<file path="src/rtl/dchan_pkg.sv">
package dchan_pkg;

    localparam int DEF_CHANNELS = 2;
    localparam int DEF_BITS     = 2;
    localparam int DEF_SYNC     = 2;

    typedef enum logic {
        EDGE_FALL = 1'b0,
        EDGE_RISE = 1'b1
    } edge_kind_e;

    typedef struct packed {
        logic fs_rise;
        logic clk_rise;
        logic clk_fall;
    } strobe_t;

endpackage

</file>
<file path="src/rtl/dchan_sync.sv">
module dchan_sync #(
    parameter int SYNC = dchan_pkg::DEF_SYNC
) (
    input  logic clk,
    input  logic rst,
    input  logic din,
    output logic lvl
);
    logic [SYNC-1:0] stg;

    always_ff @(posedge clk) begin
        if (rst) stg <= '0;
        else     stg <= {stg[SYNC-2:0], din};
    end

    assign lvl = stg[SYNC-1];
endmodule

</file>
<file path="src/rtl/dchan_edge.sv">
module dchan_edge
    import dchan_pkg::*;
#(
    parameter edge_kind_e KIND = EDGE_RISE
) (
    input  logic clk,
    input  logic rst,
    input  logic lvl,
    output logic pulse
);
    logic prev;

    always_ff @(posedge clk) begin
        if (rst) prev <= 1'b0;
        else     prev <= lvl;
    end

    generate
        if (KIND == EDGE_RISE) begin : g_rise
            assign pulse = lvl & ~prev;
        end else begin : g_fall
            assign pulse = ~lvl & prev;
        end
    endgenerate
endmodule

</file>
<file path="src/rtl/dchan_rx_shift.sv">
module dchan_rx_shift #(
    parameter int BITS = dchan_pkg::DEF_BITS
) (
    input  logic            clk,
    input  logic            rst,
    input  logic            shift_en,
    input  logic            bit_in,
    input  logic            xfer_en,
    output logic [BITS-1:0] word
);
    logic [BITS-1:0] hold;

    // transfer reads the register before a same-cycle shift lands
    always_ff @(posedge clk) begin
        if (rst) begin
            hold <= '0;
            word <= '0;
        end else begin
            if (shift_en) hold <= {hold[BITS-2:0], bit_in};
            if (xfer_en)  word <= hold;
        end
    end
endmodule

</file>
<file path="src/rtl/dchan_tx_recirc.sv">
module dchan_tx_recirc
    import dchan_pkg::*;
#(
    parameter int BITS = dchan_pkg::DEF_BITS
) (
    input  logic            clk,
    input  logic            rst,
    input  strobe_t         strb,
    input  logic [BITS-1:0] dem,
    output logic            bit_out
);
    logic [BITS-1:0] ring;
    logic            armed;

    always_ff @(posedge clk) begin
        if (rst) begin
            ring    <= '0;
            armed   <= 1'b0;
            bit_out <= 1'b0;
        end else if (strb.fs_rise) begin
            ring    <= dem;
            armed   <= 1'b0;
            bit_out <= dem[BITS-1];
        end else begin
            if (strb.clk_fall) armed <= 1'b1;
            if (strb.clk_rise && armed) begin
                ring    <= {ring[BITS-2:0], ring[BITS-1]};
                bit_out <= ring[BITS-2];
            end
        end
    end
endmodule

</file>
<file path="src/rtl/dchan_serial_port.sv">
module dchan_serial_port
    import dchan_pkg::*;
#(
    parameter int NCH  = DEF_CHANNELS,
    parameter int BITS = DEF_BITS,
    parameter int SYNC = DEF_SYNC
) (
    input  logic                clk,
    input  logic                rst,
    input  logic                fs_in,
    input  logic                dclk_in,
    input  logic [NCH-1:0]      sin,
    input  logic [NCH*BITS-1:0] dem_word,
    output logic [NCH*BITS-1:0] mod_word,
    output logic                mod_load,
    output logic [NCH-1:0]      sout
);
    localparam int WORDW = NCH * BITS;

    logic     fs_lvl;
    logic     dclk_lvl;
    logic [NCH-1:0] sin_lvl;
    strobe_t  strb;

    dchan_sync #(.SYNC(SYNC)) u_fs_sync (
        .clk(clk), .rst(rst), .din(fs_in), .lvl(fs_lvl)
    );
    dchan_sync #(.SYNC(SYNC)) u_dclk_sync (
        .clk(clk), .rst(rst), .din(dclk_in), .lvl(dclk_lvl)
    );

    dchan_edge #(.KIND(EDGE_RISE)) u_fs_rise (
        .clk(clk), .rst(rst), .lvl(fs_lvl), .pulse(strb.fs_rise)
    );
    dchan_edge #(.KIND(EDGE_RISE)) u_dclk_rise (
        .clk(clk), .rst(rst), .lvl(dclk_lvl), .pulse(strb.clk_rise)
    );
    dchan_edge #(.KIND(EDGE_FALL)) u_dclk_fall (
        .clk(clk), .rst(rst), .lvl(dclk_lvl), .pulse(strb.clk_fall)
    );

    logic [WORDW-1:0] mod_next;

    generate
        for (genvar c = 0; c < NCH; c++) begin : g_ch
            // data sees the same synchroniser depth as the data clock
            dchan_sync #(.SYNC(SYNC)) u_sin_sync (
                .clk(clk), .rst(rst), .din(sin[c]), .lvl(sin_lvl[c])
            );

            dchan_rx_shift #(.BITS(BITS)) u_rx (
                .clk      (clk),
                .rst      (rst),
                .shift_en (strb.clk_fall),
                .bit_in   (sin_lvl[c]),
                .xfer_en  (strb.fs_rise),
                .word     (mod_next[c*BITS +: BITS])
            );

            dchan_tx_recirc #(.BITS(BITS)) u_tx (
                .clk     (clk),
                .rst     (rst),
                .strb    (strb),
                .dem     (dem_word[c*BITS +: BITS]),
                .bit_out (sout[c])
            );
        end
    endgenerate

    assign mod_word = mod_next;

    always_ff @(posedge clk) begin
        if (rst) mod_load <= 1'b0;
        else     mod_load <= strb.fs_rise;
    end
endmodule

</file>
<file path="config.mk">
export PLATFORM = sky130hd
export DESIGN_NAME = dchan_serial_port
export DESIGN_NICKNAME = d
export VERILOG_FILES = /design/src/rtl/dchan_pkg.sv /design/src/rtl/dchan_sync.sv /design/src/rtl/dchan_edge.sv /design/src/rtl/dchan_rx_shift.sv /design/src/rtl/dchan_tx_recirc.sv /design/src/rtl/dchan_serial_port.sv
export SDC_FILE = /design/constraint.sdc
export NUM_CORES = 1
export LEC_CHECK = 0
export BUFFER_PORTS_ARGS = -buffer_cell sky130_fd_sc_hd__buf_2
export CAP_MARGIN = 20
export CORE_MARGIN = 4
export CORE_UTILIZATION = 25
export CTS_CLUSTER_DIAMETER = 120
export CTS_CLUSTER_SIZE = 30
export DETAILED_ROUTE_END_ITERATION = 16
export SETUP_SLACK_MARGIN = 0.5
export SYNTH_ARGS = -nofsm -noshare
export SYNTH_HDL_FRONTEND = slang
export SYNTH_SLANG_ARGS = --single-unit
</file>
<file path="constraint.sdc">
create_clock -name clk -period 1 [get_ports clk]
set_input_delay 0.2 -clock clk [delete_from_list [all_inputs] [get_ports clk]]
set_output_delay 0.2 -clock clk [all_outputs]
set_load 0.05 [all_outputs]
</file>
# ---- Word level (Yosys, flattened, before mapping)
# Cells that the tools add are included.
dict set report word_totals {
  ff_bits 26
  in_bits 10
  out_inout_bits 7
  word_cells 33
}
dict set report op_classes {
  n_mux 8
  bitwise 6
  n_reduce_logical 3
}
# op n
set ops {}
lappend ops {{$mux 2} 4}
lappend ops {{$mux 1} 4}
lappend ops {{$and 1x1->1} 3}
lappend ops {{$not 1->1} 3}
lappend ops {{$reduce_bool 2->1} 1}
lappend ops {{$reduce_or 2->1} 1}
lappend ops {{$logic_and 1x1->1} 1}

# ---- Depth between registers and ports, before layout
dict set report depth {
  word_depth 5
  ltp_mapped 4
  ltp_nobuf 3
}

# ---- By module
# From an unflattened synthesis, not the netlist that was laid out.
dict set report hier_totals {
  hier_cells 79
  hier_area_um2 929.6
}
# mod n_inst cells_per_inst area_each_um2 seq_area_each_um2
set by_module_without_submodules {}
lappend by_module_without_submodules {dchan_tx_recirc 2 14 142.6 60.1}
lappend by_module_without_submodules {dchan_rx_shift 2 12 135.1 80.1}
lappend by_module_without_submodules {dchan_sync 4 4 52.6 40.0}
lappend by_module_without_submodules {{dchan_edge (u_dclk_rise ...)} 2 3 47.5 20.0}
lappend by_module_without_submodules {{dchan_edge (u_dclk_fall)} 1 3 35.0 20.0}
lappend by_module_without_submodules {dchan_serial_port 1 2 33.8 20.0}

# ---- Least setup slack after synthesis
# Ideal clock, no wire load.
dict set report synth_path {
  path_kind {flip-flop to flip-flop}
  start {register u_dclk_sync.stg[1]}
  end {register g_ch[0].u_rx.hold[1]}
  setup_time_ns 0.128
  t_arrival_ns 0.773
  required_time_ns 0.872
  setup_slack_ns 0.100
  path_stages_with_launch 5
  n_path_buf 1
  synth_period_minus_slack_ns 0.900
  cell_sequence {dfxtp_1 > nor2b_2 > buf_4 > mux2i_1 > nor2_1}
}
dict set report synth_via {
  elab_chain_len 2
}
# item line_no
set synth_lines {}
lappend synth_lines {{start: declaration} dchan_sync.sv:9} ;# logic [SYNC-1:0] stg;
lappend synth_lines {{start signal: assignment} dchan_sync.sv:13} ;# else stg <= {stg[SYNC-2:0], din};
lappend synth_lines {{$not 1->1} dchan_edge.sv:22} ;# assign pulse = ~lvl & prev;
lappend synth_lines {{$and 1x1->1} dchan_edge.sv:22}
lappend synth_lines {{end signal: assignment} dchan_rx_shift.sv:19} ;# if (shift_en) hold <= {hold[BITS-2:0], bit_in};
lappend synth_lines {{end: declaration} dchan_rx_shift.sv:11} ;# logic [BITS-1:0] hold;
# No other way between the ends.
# A chain may end at the register's enable or synchronous reset.

==> key figures <==
Run status
  – Status: complete, but fails checks
  – Failing checks: setup timing

Clock tree
  – Clock Latency Late Sink: 310 ps
  – # clock sinks: 24
  – Clock Tree Root: clkbuf_4
  – CTS tree: yes
  – Clock slew at reported path FFs: 120 ps
  – CTS H-Tree Depth: 1
  – CTS buffer count: 3
  – Clk buf depth: 2

Cells and area
  – Total area of sequential cells: 513 um2
  – Net count, final: 109
  – Area of the multi-input gates: 374 um2
  – Filler cells: 307
  – Antenna diodes: 0
  – Share of cells above drive strength 1: 54.1%
  – Fin area: 0.00117 mm2
  – Cell Count, Final, Fillers Out: 142
  – Final core utilization: 37.5%
  – Layout area overhead: 40.1%

Worst setup path
  – Crit start category: register
  – Slowest-stage cell, CP: dfxtp_2
  – WS Path Type: register to primary output
  – Crit. End Element: primary output
  – CP peak stage delay: 370 ps
  – CP required: 800 ps
  – CP bufs+invs: 1
  – Worst-path maximum fanout: 2
  – Crit path max-delay family: flip-flops
  – Critical Path AT: 830 ps
  – Crit path cell chain: buf_8

Logic synthesis
  – Netlist cell types: 16
  – Synth Net Count: 89
  – Sequential cell area fraction in the yosys report: 57.4%
  – Synth Area in Adders: 0%
  – Synth Cell Area: 837 um2
  – Synth Area in Simple Gates: 22.0%
  – Synth Area in Compound Gates: 5.98%
  – Mux cell area share after synthesis: 9.57%
  – Largest family of logic cells by synthesized area: simple AND/OR/NAND/NOR gates
  – Post-Synth XOR/XNOR Area: 0%
  – Syn Inst Count: 79
  – #FFs+latches synth: 24
  – Synth warnings: 0
  – Mean post-synth cell area: 10.6 um2

Drt
  – Pre-Repair DR Iteration Count: 4
  – Final ANT Viol Nets: 0
  – Per-cell routed wire length: 10.0 um
  – DRC errors left: 0
  – DRT iter0 DRCs: 10
  – Vias: 565
  – Vias per cell: 3.98
  – Routed wire length: 1420 um

Place
  – Dpl ws: 55.4 ps
  – Inst Count DP: 134
  – Dpl cell area: 985 um2
  – Buffers on Ports: 16
  – DP Wirelength: 983 um
  – GPL Wtd Cong: 0.694

Floorplan
  – Die Area: 0.00434 mm2
  – Row count: 20
  – Initial core utilization: 26.8%
  – Die X: 65.9 um
  – Area of the core: 0.00313 mm2
  – I/O Pins: 17
  – Die height: 65.9 um

Global route
  – Tot GR Track Use: 7.64%
  – Initial antenna violation count: 0
  – Total grt overflow: 0
  – Global-route wire length before repair: 2470 um
  – Largest net degree at the start of global routing: 17
  – Vias in the first global route: 566

STA
  – RSZ-0062 raised after global routing: yes
  – Tmin final: 1030 ps
  – Max frequency: 0.974 GHz
  – Worst slew margin: 85.0%
  – Tightest Pin Transition: 225 ps
  – Clock Skew: 8.91 ps
  – Final period util: 103%
  – Slew Viols, Final: 0
  – Fin. Hold Viols: 0
  – Setup violators final: 7
  – Setup TNS: -146 ps
  – Final WS setup: -26.4 ps

Power and ir drop
  – NetSw: 0.352 mW
  – Gate power share: 9.1%
  – Static Leak: 0.496 nW
  – Maximum VDD drop: 0.000829 V
  – Clock share of power: 27.2%
  – Internal: 1.20 mW
  – Switching share of power: 22.7%
  – Cell area power density: 1320 mW/mm2
  – Sequential share of power: 63.7%

Flow run
  – Max Cap Viol: 0

Worst hold path
  – Hold Path Class: input pin to register
==> per-layer routing <==
layer | track usage, % | wire length, um | vias up
met5 | 0 | 0 | -
met4 | 3.11 | 19 | 0
met3 | 3.74 | 125 | 5
met2 | 13.3 | 666 | 20
met1 | 7.75 | 609 | 247
li1 | - | - | 293
==> synthesized netlist by cell type <==
| master | number | area [um2] |
|---|---|---|
| nor2b_1 | 10 | 62.6 |
| nand2_1 | 8 | 30.0 |
| buf_2 | 1 | 5.00 |
| and2b_1 | 2 | 15.0 |
| dfxtp_1 | 24 | 480 |
| nand2b_2 | 1 | 8.76 |
| nand3b_4 | 1 | 20.0 |
| nor3_1 | 1 | 5.00 |
| mux2i_1 | 8 | 80.1 |
| a21oi_1 | 4 | 20.0 |
| nor2_1 | 9 | 33.8 |
| clkbuf_1 | 1 | 3.75 |
| nor2b_2 | 1 | 8.76 |
| buf_6 | 1 | 11.3 |
| a211oi_1 | 4 | 30.0 |
| buf_4 | 3 | 22.5 |
==> what timing repair did <==
item | in CTS | in global routing
resized for setup | 26 | 14
buffers inserted | 2 | 2
pin swaps | 8 | 0
endpoints found under the setup margin | 27 | 27
hold buffers | 0 | 0
==> final timing paths <==
check | start | end | slack (ps) | cells past startpoint
worst max-delay path | g_ch[1].u_tx.ring[1] | sout[1] | -30 | 1
worst min-delay path | dclk_in | u_dclk_sync.stg[0] | 100 | 2
worst max register to register | u_dclk_fall.prev | g_ch[1].u_tx.ring[1] | 40 | 3
worst min register to register | g_ch[1].u_sin_sync.stg[0] | g_ch[1].u_sin_sync.stg[1] | 450 | 1
==> cell families (layout without fill, tap and decap cells) <==
kind of cell / Yosys count / count (layout)
AND/OR/NAND/NOR: 33 / 33
flip-flops: 24 / 24
AO/OA/AOI/OAI: 8 / 8
multiplexers: 8 / 8
buffers and inverters: 6 / 25
==> power groups by stage <==
stage | sequential (mW) | clock (mW) | combinational, mW
6_report | 0.989 | 0.423 | 0.141
5_1_grt | 0.994 | 0.482 | 0.153
3_3_place_gp | 1.01 | 0 | 0.107
4_1_cts | 0.988 | 0.439 | 0.130
3_5_place_dp | 1.01 | 0 | 0.109
2_1_floorplan | 1.01 | 0 | 0.0814
==> metrics by stage <==
stage / total power [mW] / hold WS, ps
5_1_grt: 1.63 / 94.4
2_1_floorplan: 1.09 / 272
6_report: 1.55 / 95.9
3_5_place_dp: 1.12 / 413
4_1_cts: 1.56 / 85.8
3_3_place_gp: 1.12 / 407
==> area by class of cell <==
class | count | share of cell area (%)
repair buffers | 21 | 17.4
clock buffers | 4 | 2.24
multi-input cells | 49 | 31.9
flip-flops and latches | 24 | 43.8
well taps | 44 | 4.70
==> registers in the layout, indices dropped and copies added (netlist names), 2 cells and up <==
register             cells
g_ch.u_rx.word           4
g_ch.u_tx.ring           4
g_ch.u_rx.hold           4
u_fs_sync.stg            2
u_dclk_sync.stg          2
g_ch.u_sin_sync.stg      4
==> cells in the final DEF, fill, tap and decap left out, drive strengths merged <==
cell,netlist,final
nand2b,1,1
nor3,1,1
a211oi,4,4
nand3b,1,1
mux2i,8,8
clkbuf,1,4
nor2,9,9
and2b,2,2
nor2b,11,11
a21oi,4,4
dfxtp,24,24
nand2,8,8
buf,5,21
Power figures use the tool's default switching activity.
